===== src/rtl/mvid_pkg.sv =====
package mvid_pkg;
  typedef enum logic [1:0] {
    LVL_SYNC  = 2'b00,
    LVL_BLACK = 2'b01,
    LVL_WHITE = 2'b10
  } level_e;

  localparam int PIX_PER_BYTE = 8;
  localparam int FETCH_LEAD   = 2;
endpackage


===== src/rtl/mvid_raster.sv =====
module mvid_raster #(
  parameter int H_TOTAL = 400,
  parameter int V_TOTAL = 312,
  parameter int HW      = 9,
  parameter int VW      = 9
) (
  input  logic          clk,
  input  logic          rst_n,
  output logic [HW-1:0] hcnt,
  output logic [VW-1:0] vcnt,
  output logic          line_end,
  output logic          frame_end
);
  localparam logic [HW-1:0] H_LAST = HW'(H_TOTAL - 1);
  localparam logic [VW-1:0] V_LAST = VW'(V_TOTAL - 1);

  logic [HW-1:0] h_nxt;
  logic [VW-1:0] v_nxt;
  logic          v_en;

  always_comb begin
    line_end  = (hcnt == H_LAST);
    frame_end = line_end && (vcnt == V_LAST);
    h_nxt     = line_end ? '0 : hcnt + 1'b1;
    v_en      = line_end;
    v_nxt     = (vcnt == V_LAST) ? '0 : vcnt + 1'b1;
  end

  always_ff @(posedge clk or negedge rst_n) begin
    if (!rst_n) begin
      hcnt <= '0;
    end else begin
      hcnt <= h_nxt;
    end
  end

  always_ff @(posedge clk or negedge rst_n) begin
    if (!rst_n) begin
      vcnt <= '0;
    end else if (v_en) begin
      vcnt <= v_nxt;
    end
  end

  // the line wraps after its last count
  a_r2_line_wrap: assert property (@(posedge clk) disable iff (!rst_n)
    (hcnt == H_LAST) |=> (hcnt == '0));
  // the line count stays inside the frame
  a_r5_line_range: assert property (@(posedge clk) disable iff (!rst_n)
    vcnt <= V_LAST);
  // the line count holds between line ends
  a_r5_line_hold: assert property (@(posedge clk) disable iff (!rst_n)
    (hcnt != H_LAST) |=> $stable(vcnt));
endmodule


===== src/rtl/mvid_fetch.sv =====
module mvid_fetch
  import mvid_pkg::*;
#(
  parameter int H_ACT_START = 40,
  parameter int H_ACT_END   = 360,
  parameter int V_ACT_START = 60,
  parameter int V_ACT_LINES = 192,
  parameter int HW          = 9,
  parameter int VW          = 9,
  parameter int AW          = 16,
  parameter int FRAME_BASE  = 0
) (
  input  logic          clk,
  input  logic          rst_n,
  input  logic [HW-1:0] hcnt,
  input  logic [VW-1:0] vcnt,
  input  logic          line_end,
  input  logic          frame_end,
  output logic          v_act,
  output logic          rd_en,
  output logic [AW-1:0] rd_addr
);
  localparam int BPL = (H_ACT_END - H_ACT_START) / PIX_PER_BYTE;
  localparam int CW  = $clog2(BPL + 1);
  localparam logic [HW-1:0] FETCH_FIRST = HW'(H_ACT_START - FETCH_LEAD);
  localparam logic [HW-1:0] FETCH_LAST  = HW'(H_ACT_END - PIX_PER_BYTE - FETCH_LEAD);
  localparam logic [VW-1:0] V_FIRST     = VW'(V_ACT_START);
  localparam logic [VW-1:0] V_STOP      = VW'(V_ACT_START + V_ACT_LINES);
  localparam logic [AW-1:0] BASE_RST    = AW'(FRAME_BASE);
  localparam logic [AW-1:0] STEP        = AW'(BPL);
  localparam logic [CW-1:0] COL_MAX     = CW'(BPL);

  logic [AW-1:0] base_q, base_nxt;
  logic [CW-1:0] col_q, col_nxt;
  logic          base_en, col_en;
  logic [HW-1:0] phase;

  always_comb begin
    v_act    = (vcnt >= V_FIRST) && (vcnt < V_STOP);
    phase    = hcnt - FETCH_FIRST;
    rd_en    = v_act && (hcnt >= FETCH_FIRST) && (hcnt <= FETCH_LAST) &&
               (phase[2:0] == 3'd0);
    rd_addr  = base_q + AW'(col_q);
    base_en  = frame_end || (line_end && v_act);
    base_nxt = frame_end ? BASE_RST : base_q + STEP;
    col_en   = line_end || rd_en;
    col_nxt  = line_end ? '0 : col_q + 1'b1;
  end

  always_ff @(posedge clk or negedge rst_n) begin
    if (!rst_n) begin
      base_q <= BASE_RST;
    end else if (base_en) begin
      base_q <= base_nxt;
    end
  end

  always_ff @(posedge clk or negedge rst_n) begin
    if (!rst_n) begin
      col_q <= '0;
    end else if (col_en) begin
      col_q <= col_nxt;
    end
  end

  // fetches are never on adjacent cycles
  a_r8_fetch_spacing: assert property (@(posedge clk) disable iff (!rst_n)
    rd_en |=> !rd_en);
  // no more fetches per line than the line holds
  a_r8_col_bound: assert property (@(posedge clk) disable iff (!rst_n)
    col_q <= COL_MAX);
  // the address restarts at the frame base after the last line
  a_r11_base_restart: assert property (@(posedge clk) disable iff (!rst_n)
    frame_end |=> (rd_addr == BASE_RST));
endmodule


===== src/rtl/mvid_shifter.sv =====
module mvid_shifter
  import mvid_pkg::*;
(
  input  logic       clk,
  input  logic       rst_n,
  input  logic       rd_en,
  input  logic [7:0] rd_data,
  output logic       load_stb,
  output logic       pix_bit
);
  logic [PIX_PER_BYTE-1:0] sreg_q, sreg_nxt;

  always_comb begin
    sreg_nxt = load_stb ? rd_data : {sreg_q[PIX_PER_BYTE-2:0], 1'b0};
    pix_bit  = sreg_q[PIX_PER_BYTE-1];
  end

  always_ff @(posedge clk or negedge rst_n) begin
    if (!rst_n) begin
      load_stb <= 1'b0;
      sreg_q   <= '0;
    end else begin
      load_stb <= rd_en;
      sreg_q   <= sreg_nxt;
    end
  end

  // the most significant bit of the captured byte appears first
  a_r10_msb_first: assert property (@(posedge clk) disable iff (!rst_n)
    load_stb |=> (pix_bit == $past(rd_data[7])));
  // a load never repeats on the following cycle
  a_r9_single_load: assert property (@(posedge clk) disable iff (!rst_n)
    load_stb |=> !load_stb);
endmodule


===== src/rtl/mono_video_gen.sv =====
module mono_video_gen
  import mvid_pkg::*;
#(
  parameter int H_TOTAL     = 400,
  parameter int H_ACT_START = 40,
  parameter int H_ACT_END   = 360,
  parameter int HSYNC_W     = 30,
  parameter int V_TOTAL     = 312,
  parameter int V_ACT_START = 60,
  parameter int V_ACT_LINES = 192,
  parameter int VSYNC_LINES = 3,
  parameter int AW          = 16,
  parameter int FRAME_BASE  = 0
) (
  input  logic          clk,
  input  logic          rst_n,
  input  logic [7:0]    rd_data,
  output logic [AW-1:0] rd_addr,
  output logic          rd_en,
  output logic [1:0]    vid_level,
  output logic          disp_active,
  output logic          load_stb
);
  localparam int HW = $clog2(H_TOTAL);
  localparam int VW = $clog2(V_TOTAL);
  localparam logic [HW-1:0] HS_END = HW'(HSYNC_W);
  localparam logic [HW-1:0] HA_LO  = HW'(H_ACT_START);
  localparam logic [HW-1:0] HA_HI  = HW'(H_ACT_END);
  localparam logic [VW-1:0] VS_END = VW'(VSYNC_LINES);

  logic          rs1_q, rs2_q;
  logic          rst_int_n;
  logic [HW-1:0] hcnt;
  logic [VW-1:0] vcnt;
  logic          line_end, frame_end, v_act, pix_bit;
  logic          hsync, vsync, h_win;
  level_e        lvl;

  always_ff @(posedge clk or negedge rst_n) begin
    if (!rst_n) begin
      rs1_q <= 1'b0;
      rs2_q <= 1'b0;
    end else begin
      rs1_q <= 1'b1;
      rs2_q <= rs1_q;
    end
  end
  assign rst_int_n = rs2_q;

  mvid_raster #(
    .H_TOTAL(H_TOTAL), .V_TOTAL(V_TOTAL), .HW(HW), .VW(VW)
  ) u_raster (
    .clk(clk), .rst_n(rst_int_n), .hcnt(hcnt), .vcnt(vcnt),
    .line_end(line_end), .frame_end(frame_end)
  );

  mvid_fetch #(
    .H_ACT_START(H_ACT_START), .H_ACT_END(H_ACT_END),
    .V_ACT_START(V_ACT_START), .V_ACT_LINES(V_ACT_LINES),
    .HW(HW), .VW(VW), .AW(AW), .FRAME_BASE(FRAME_BASE)
  ) u_fetch (
    .clk(clk), .rst_n(rst_int_n), .hcnt(hcnt), .vcnt(vcnt),
    .line_end(line_end), .frame_end(frame_end), .v_act(v_act),
    .rd_en(rd_en), .rd_addr(rd_addr)
  );

  mvid_shifter u_shift (
    .clk(clk), .rst_n(rst_int_n), .rd_en(rd_en), .rd_data(rd_data),
    .load_stb(load_stb), .pix_bit(pix_bit)
  );

  always_comb begin
    hsync       = (hcnt < HS_END);
    vsync       = (vcnt < VS_END);
    h_win       = (hcnt >= HA_LO) && (hcnt < HA_HI);
    disp_active = h_win && v_act;
    if (hsync ^ vsync)    lvl = LVL_SYNC;
    else if (disp_active) lvl = pix_bit ? LVL_WHITE : LVL_BLACK;
    else                  lvl = LVL_BLACK;
    vid_level   = lvl;
  end

  // the visible window never carries sync
  a_r6_active_no_sync: assert property (@(posedge clk) disable iff (!rst_int_n)
    disp_active |-> (vid_level != 2'b00));
  // the unused level code never appears
  a_r10_legal_level: assert property (@(posedge clk) disable iff (!rst_int_n)
    vid_level != 2'b11);
  // a load is always seen inside the active line band
  a_r9_load_in_band: assert property (@(posedge clk) disable iff (!rst_int_n)
    load_stb |-> v_act);
endmodule


===== config.mk =====
export PLATFORM = sky130hd
export DESIGN_NAME = mono_video_gen
export DESIGN_NICKNAME = d
export VERILOG_FILES = /design/src/rtl/mvid_pkg.sv /design/src/rtl/mvid_raster.sv /design/src/rtl/mvid_fetch.sv /design/src/rtl/mvid_shifter.sv /design/src/rtl/mono_video_gen.sv
export SDC_FILE = /design/constraint.sdc
export NUM_CORES = 1
export LEC_CHECK = 0
export ABC_AREA = 0
export ABC_CLOCK_PERIOD_IN_PS = 2300
export BUFFER_PORTS_ARGS = -buffer_cell sky130_fd_sc_hd__clkbuf_2
export CAP_MARGIN = 20
export CORE_MARGIN = 1.5
export CORE_UTILIZATION = 45
export DETAILED_ROUTE_END_ITERATION = 7
export GPL_ROUTABILITY_DRIVEN = 0
export PLACE_DENSITY = 0.76
export SYNTH_ARGS = -nofsm -noshare
export SYNTH_HDL_FRONTEND = slang
export SYNTH_SLANG_ARGS = --single-unit

===== constraint.sdc =====
create_clock -name clk -period 2.3 [get_ports clk]
set_input_delay 0.46 -clock clk [delete_from_list [all_inputs] [get_ports clk]]
set_output_delay 0.46 -clock clk [all_outputs]
set_load 0.01 [all_outputs]

* Word-level counts from Yosys, hierarchy flattened *
Index checks and enable logic that the tools add are counted.

operators by class
  add/sub/neg operators = 6
  magnitude comparators = 8
  eq/ne operators = 2
  muxes and demuxes = 8
  bitwise logic cells = 1
  reductions and logical operators = 11

operator list
  operator               count
  $ge 9x6->1 const B     3
  $add 9x1->9 const B    2
  $eq 9x9->1 const B     2
  $mux 9                 2
  $add 16x6->16          1
  $add 16x6->16 const B  1
  $mux 16                1
  $le 9x9->1 const B     1
  $lt 9x2->1 const B     1
  $lt 9x5->1 const B     1
  $lt 9x8->1 const B     1
  $lt 9x9->1 const B     1
  $logic_and 1x1->1      8
  $mux 8                 1
  $add 6x1->6 const B    1
  $mux 2                 3
  $mux 6                 1
  $logic_not 3->1        1
  $sub 3x3->3 const B    1
  $logic_or 1x1->1       2
  $xor 1x1->1            1

storage, ports and cells
  register bits = 51
  input bits = 10

* Logic depth before layout (Yosys ltp) *
  word-level depth = 6
  depth in mapped cells = 8

* Modules after synthesis *
Synthesis repeated with hierarchy kept, for this count alone.

second synthesis, totals
  cells, all modules = 267
  area total of the unflattened synthesis = 2686.3 um^2

modules (own cells, without submodules)
  module          times used  cells an instance  area each (um^2)  sequential area each (um^2)
  mvid_fetch      1           142                1271.2            475.5
  mvid_raster     1           88                 895.9             450.4
  mvid_shifter    1           18                 349.1             225.2
  mono_video_gen  1           19                 170.2             50.0

* Least setup slack after synthesis *
Ideal clock, no wire load.

  path kind = reg-to-output
  start = reg u_fetch.base_q[4]
  end = out rd_addr[12]
  data arrival time = 1.723 ns
  required time = 1.840 ns
  path slack = 0.117 ns
  cell stages (with the launch flop) = 7
  buffers on the path = 0
  cell sequence = dfrtp_1 > ha_1 > a21oi_1 > nor2b_1 > o21ai_1 > nor3_1 > xor2_1

between the ends
  word-level cells in the longest chain between the ends = 1

RTL lines
  what                      line                  source
  start: declaration        mvid_fetch.sv:33      logic [AW-1:0] base_q, base_nxt;
  start signal: assignment  mvid_fetch.sv:54      base_q <= base_nxt;
  $add 16x6->16             mvid_fetch.sv:43      rd_addr = base_q + AW'(col_q);
  end: declaration          mono_video_gen.sv:18  output logic [AW-1:0] rd_addr,

No other way between the ends.

* Final worst setup path *
Ends and elaborated chain as after synthesis.

==> metrics.md <==
| Metric | Value |
|---|---|
| Outcome | `finished with violations` |
| Failing checks | `setup timing` |
| Reg-to-Reg Start | `u_raster.hcnt[1]` |
| H-tree depth | `2` |
| Worst Skew | `roughly 10 ps` |
| CTS tree | `built` |
| Chip height | `between 80 and 90 um` |
| I/O Buffers | `30` |
| WL/cell | `15.9 um` |
| Die Width | `between 80 and 90 um` |
| Gr usage total | `between 20 and 25%` |
| NumNets Final | `around 350` |
| Initial Util | `~47%` |
| CORE AREA | `5890 sq um` |
| Crit path required time | `around 1800 ps` |
| Complex-gate fraction of the synthesized area | `roughly a tenth` |
| I/O pin count | `31` |
| Arrival time worst endpoint | `1910 ps` |
| Worst hold margin | `240 ps` |
| Largest family of logic cells by synthesized area | `simple AND/OR/NAND/NOR gates` |
| Fill cells | `~480` |
| Syn avg cell area | `slightly below 10 sq um` |
| Hold Vio Cnt, Final | `0` |
| Yosys cell types | `51` |
| Post-Synth Simple-Gate Area | `between 20 and 25%` |
| Maxcap violations | `0` |
| Pwr dens | `463 nW/um^2` |
| Die Footprint | `between 6000 and 7000 sq um` |
| Post-Syn Nets | `between 300 and 400` |
| Logic pwr share | `1.3%` |
| Max_slew headroom | `65.6%` |
| Post-Synth XOR/XNOR Area | `under 10%` |
| Warnings from Yosys | `0` |
| Fmax | `approximately 420 MHz` |
| Routed wire length | `roughly 6500 um` |
| Synth area leaders | `dfrtp_1 (44%), xor2_1 (6.4%), ha_1 (5.0%)` |
| Fin crit period | `roughly 2400 ps` |
| FP Rows | `28` |
| Root Driver | `clkbuf_8` |
| Critical path peak fanout | `5` |
| Number of synthesized flops with an enable pin | `0` |
| Setup CP Type | `reg2out` |
| Inst Count DP | `383` |
| Num CTS Buffers | `5` |
| Clock tree buffer depth | `2` |
| CP Launch Type | `flip-flop` |
| Number of non-filler instances in the completed layout | `between 400 and 500` |
| Final worst slack | `-71.8 ps` |
| Vias in the first global route | `around 2,200` |
| Share of cells above drive strength 1 | `a little over a third` |
| Share of flip-flops with an asynchronous set or reset | `between 90% and 100%` |
| Post-Synth Adder-Cell Area | `approximately 5%` |
| Fin. max-slew vios | `0` |
| Peak VDD IR | `0.000403 V` |
| ANT nets after route | `0` |
| Final instance area | `approximately 3500 sq um` |
| Register area share after synthesis | `about 44%` |
| Area after DPL | `slightly above 3000 sq um` |
| Switching Fraction | `20.0%` |
| Residual DRC count | `0` |
| Diodes inserted | `0` |
| Prevailing post-synth register cell | `dfrtp_1` |
| P&R area growth vs syn | `27.4%` |
| Grt total ovfl | `0` |
| Worst-path clk slew | `~100 ps` |
| First-pass GRT wire length | `roughly 10,000 um` |
| Final Setup Violations | `9` |
| Hold WC Path Type | `reg2async` |
| First-iteration detailed-routing DRC count | `about 210` |
| P_sw | `approximately 0.00032 W` |
| Cell Int Power | `0.00129 W` |
| Critical path startpoint | `u_fetch.base_q[4]` |
| RSZ-0062 raised after global routing | `yes` |
| Initial antenna violation count | `0` |
| Static Leak | `1.75 nW` |
| Power after layout | `0.00162 W` |
| Drt pass-1 iters | `4` |
| Tcrit/Tclk final | `103%` |
| Detail Placement HPWL | `approximately 4200 um` |
| Mux share of post-synthesis cell area | `under 10%` |
| Post-synth top area share | `between 40% and 50%` |
| # clock sinks | `48` |
| Synth Instances | `280` |
| Worst-Margin Slew | `516 ps` |
| Synthesized flop and latch total | `48` |
| Largest net degree at the start of global routing | `27` |
| Worst-Skew Late Latency | `around 300 ps` |
| Cell taking the most area after synthesis | `dfrtp_1` |
| Post-synth design cell area | `about 2700 sq um` |
| DR vias/cell | `roughly 5.5` |
| Clock network power share | `between 40% and 50%` |
| Worst setup EP type | `primary output` |
| Part of the power in registers | `52.8%` |
| Routed vias | `roughly 2,200` |
[through the flow]
step                      setup slack, ps  setup TNS (ps)  utilization, %
final                               -71.8            -406            59.4
after global routing                 -175           -1330            59.4
after CTS                           -75.8            -567            57.3
after detailed placement             90.5               0            51.5
after global placement                154               0            51.5
after floorplan                       117               0               -
[cells in the final DEF, fill, tap and decap left out, types with 2 or more instances in the layout]
cell type	instances
nand3_1	13
ha_1	7
inv_1	9
nand2_1	24
clkbuf_2	20
bufinv_16	2
nor2_2	2
ha_4	2
a31oi_1	2
or4_1	2
o221ai_1	3
nor4_1	3
nand4_1	9
xnor2_1	11
or3_1	2
and2_1	2
buf_6	2
o21ai_0	9
inv_2	2
nor2_1	24
ha_2	2
dfrtp_1	40
dfrtp_2	8
a21o_1	2
o21a_1	2
nor3_1	5
a22o_1	2
buf_4	29
and3_1	7
nor3_4	4
a21oi_1	6
mux2i_1	2
buf_2	10
nor2_4	4
clkbuf_8	5
xor2_1	20
mux2_2	7
[registers in the layout (all words and copies together) (netlist names)]
| name | cells |
|---|---|
| u_fetch.base_q | 13 |
| u_raster.hcnt | 9 |
| u_raster.vcnt | 9 |
| u_shift.sreg_q | 8 |
| u_fetch.col_q | 6 |
| rs1_q | 1 |
| rs2_q | 1 |
| u_shift.load_stb | 1 |
[synthesized netlist by cell type (all sizes together), types with 4 or more instances]
cell type,instances
nand2,24
ha,11
xor2,20
nand3,14
nor3,10
nor2,30
and3,7
o21ai,10
buf,9
nand4,9
xnor2,11
dfrtp,48
nor4,4
mux2,8
clkbuf,9
inv,11
a21oi,7
[critical path, cell delays in order (launching register included)]
cell     delay (ps)
dfrtp_1         430
ha_4            300
a21oi_4          50
nor2b_2         160
o21ai_2          90
buf_6           170
nor3_4          110
xor2_1          150
buf_2           140
[final timing paths]
| check | end | slack (ps) | cells past startpoint |
|---|---|---|---|
| worst min-delay path | u_fetch.base_q[4] | 240 | 0 |
| worst max register to register | u_fetch.base_q[13] | 140 | 7 |
| max in group asynchronous | u_raster.vcnt[8] | 1530 | 1 |
| worst min register to register | u_fetch.base_q[4] | 240 | 0 |
| min in group clk | u_shift.sreg_q[0] | 370 | 2 |
| worst max-delay path | rd_addr[12] | -70 | 8 |
[power by group through the flow]
stage               clock (W)  combinational (W)  sequential (W)
detailed placement          0          0.0000208        0.000870
CTS                  0.000751          0.0000221        0.000854
finish               0.000743          0.0000212        0.000853
global placement            0          0.0000199        0.000870
floorplan                   0        0.000000242        0.000873
global route         0.000782          0.0000244        0.000855
[layer usage]
layer / GRT usage, % / part of all wire [%] / up-vias
li1: - / - / 1071
met1: 27.6 / 43 / 1112
met2: 33.5 / 51 / 52
met3: 3.48 / 3.6 / 12
met4: 7.93 / 1.9 / 0
met5: 0 / 0 / -
[cell type report]
| type | instances | area, sq um | share of cell area [%] |
|---|---|---|---|
| timing repair buffer | 63 | 420 | 12.0 |
| multi-input combinational | 203 | 1590 | 45.5 |
| clock inverter | 3 | 68.8 | 1.97 |
| tap | 75 | 93.8 | 2.69 |
| sequential | 48 | 1210 | 34.7 |
| clock buffer | 5 | 68.8 | 1.97 |
| inverter | 11 | 41.3 | 1.18 |
[kinds of logic after synthesis]
family | Yosys count
AOI/OAI and AO/OA | 37
buffers and inverters | 29
xor gates and xnor gates | 31
DFF | 48
and+or+nand+nor | 112
adders and majority gates | 11
other | 1
muxes | 11
[repair_timing]
item	in CTS	in global routing
gates cloned	1	0
resized for setup	28	29
setup endpoints to repair	13	13
buffers inserted	7	8
hold buffers	1	0
pin swaps	14	8
endpoints found under the hold margin	2	0
Note: power is estimated with default switching activity, not from simulation.
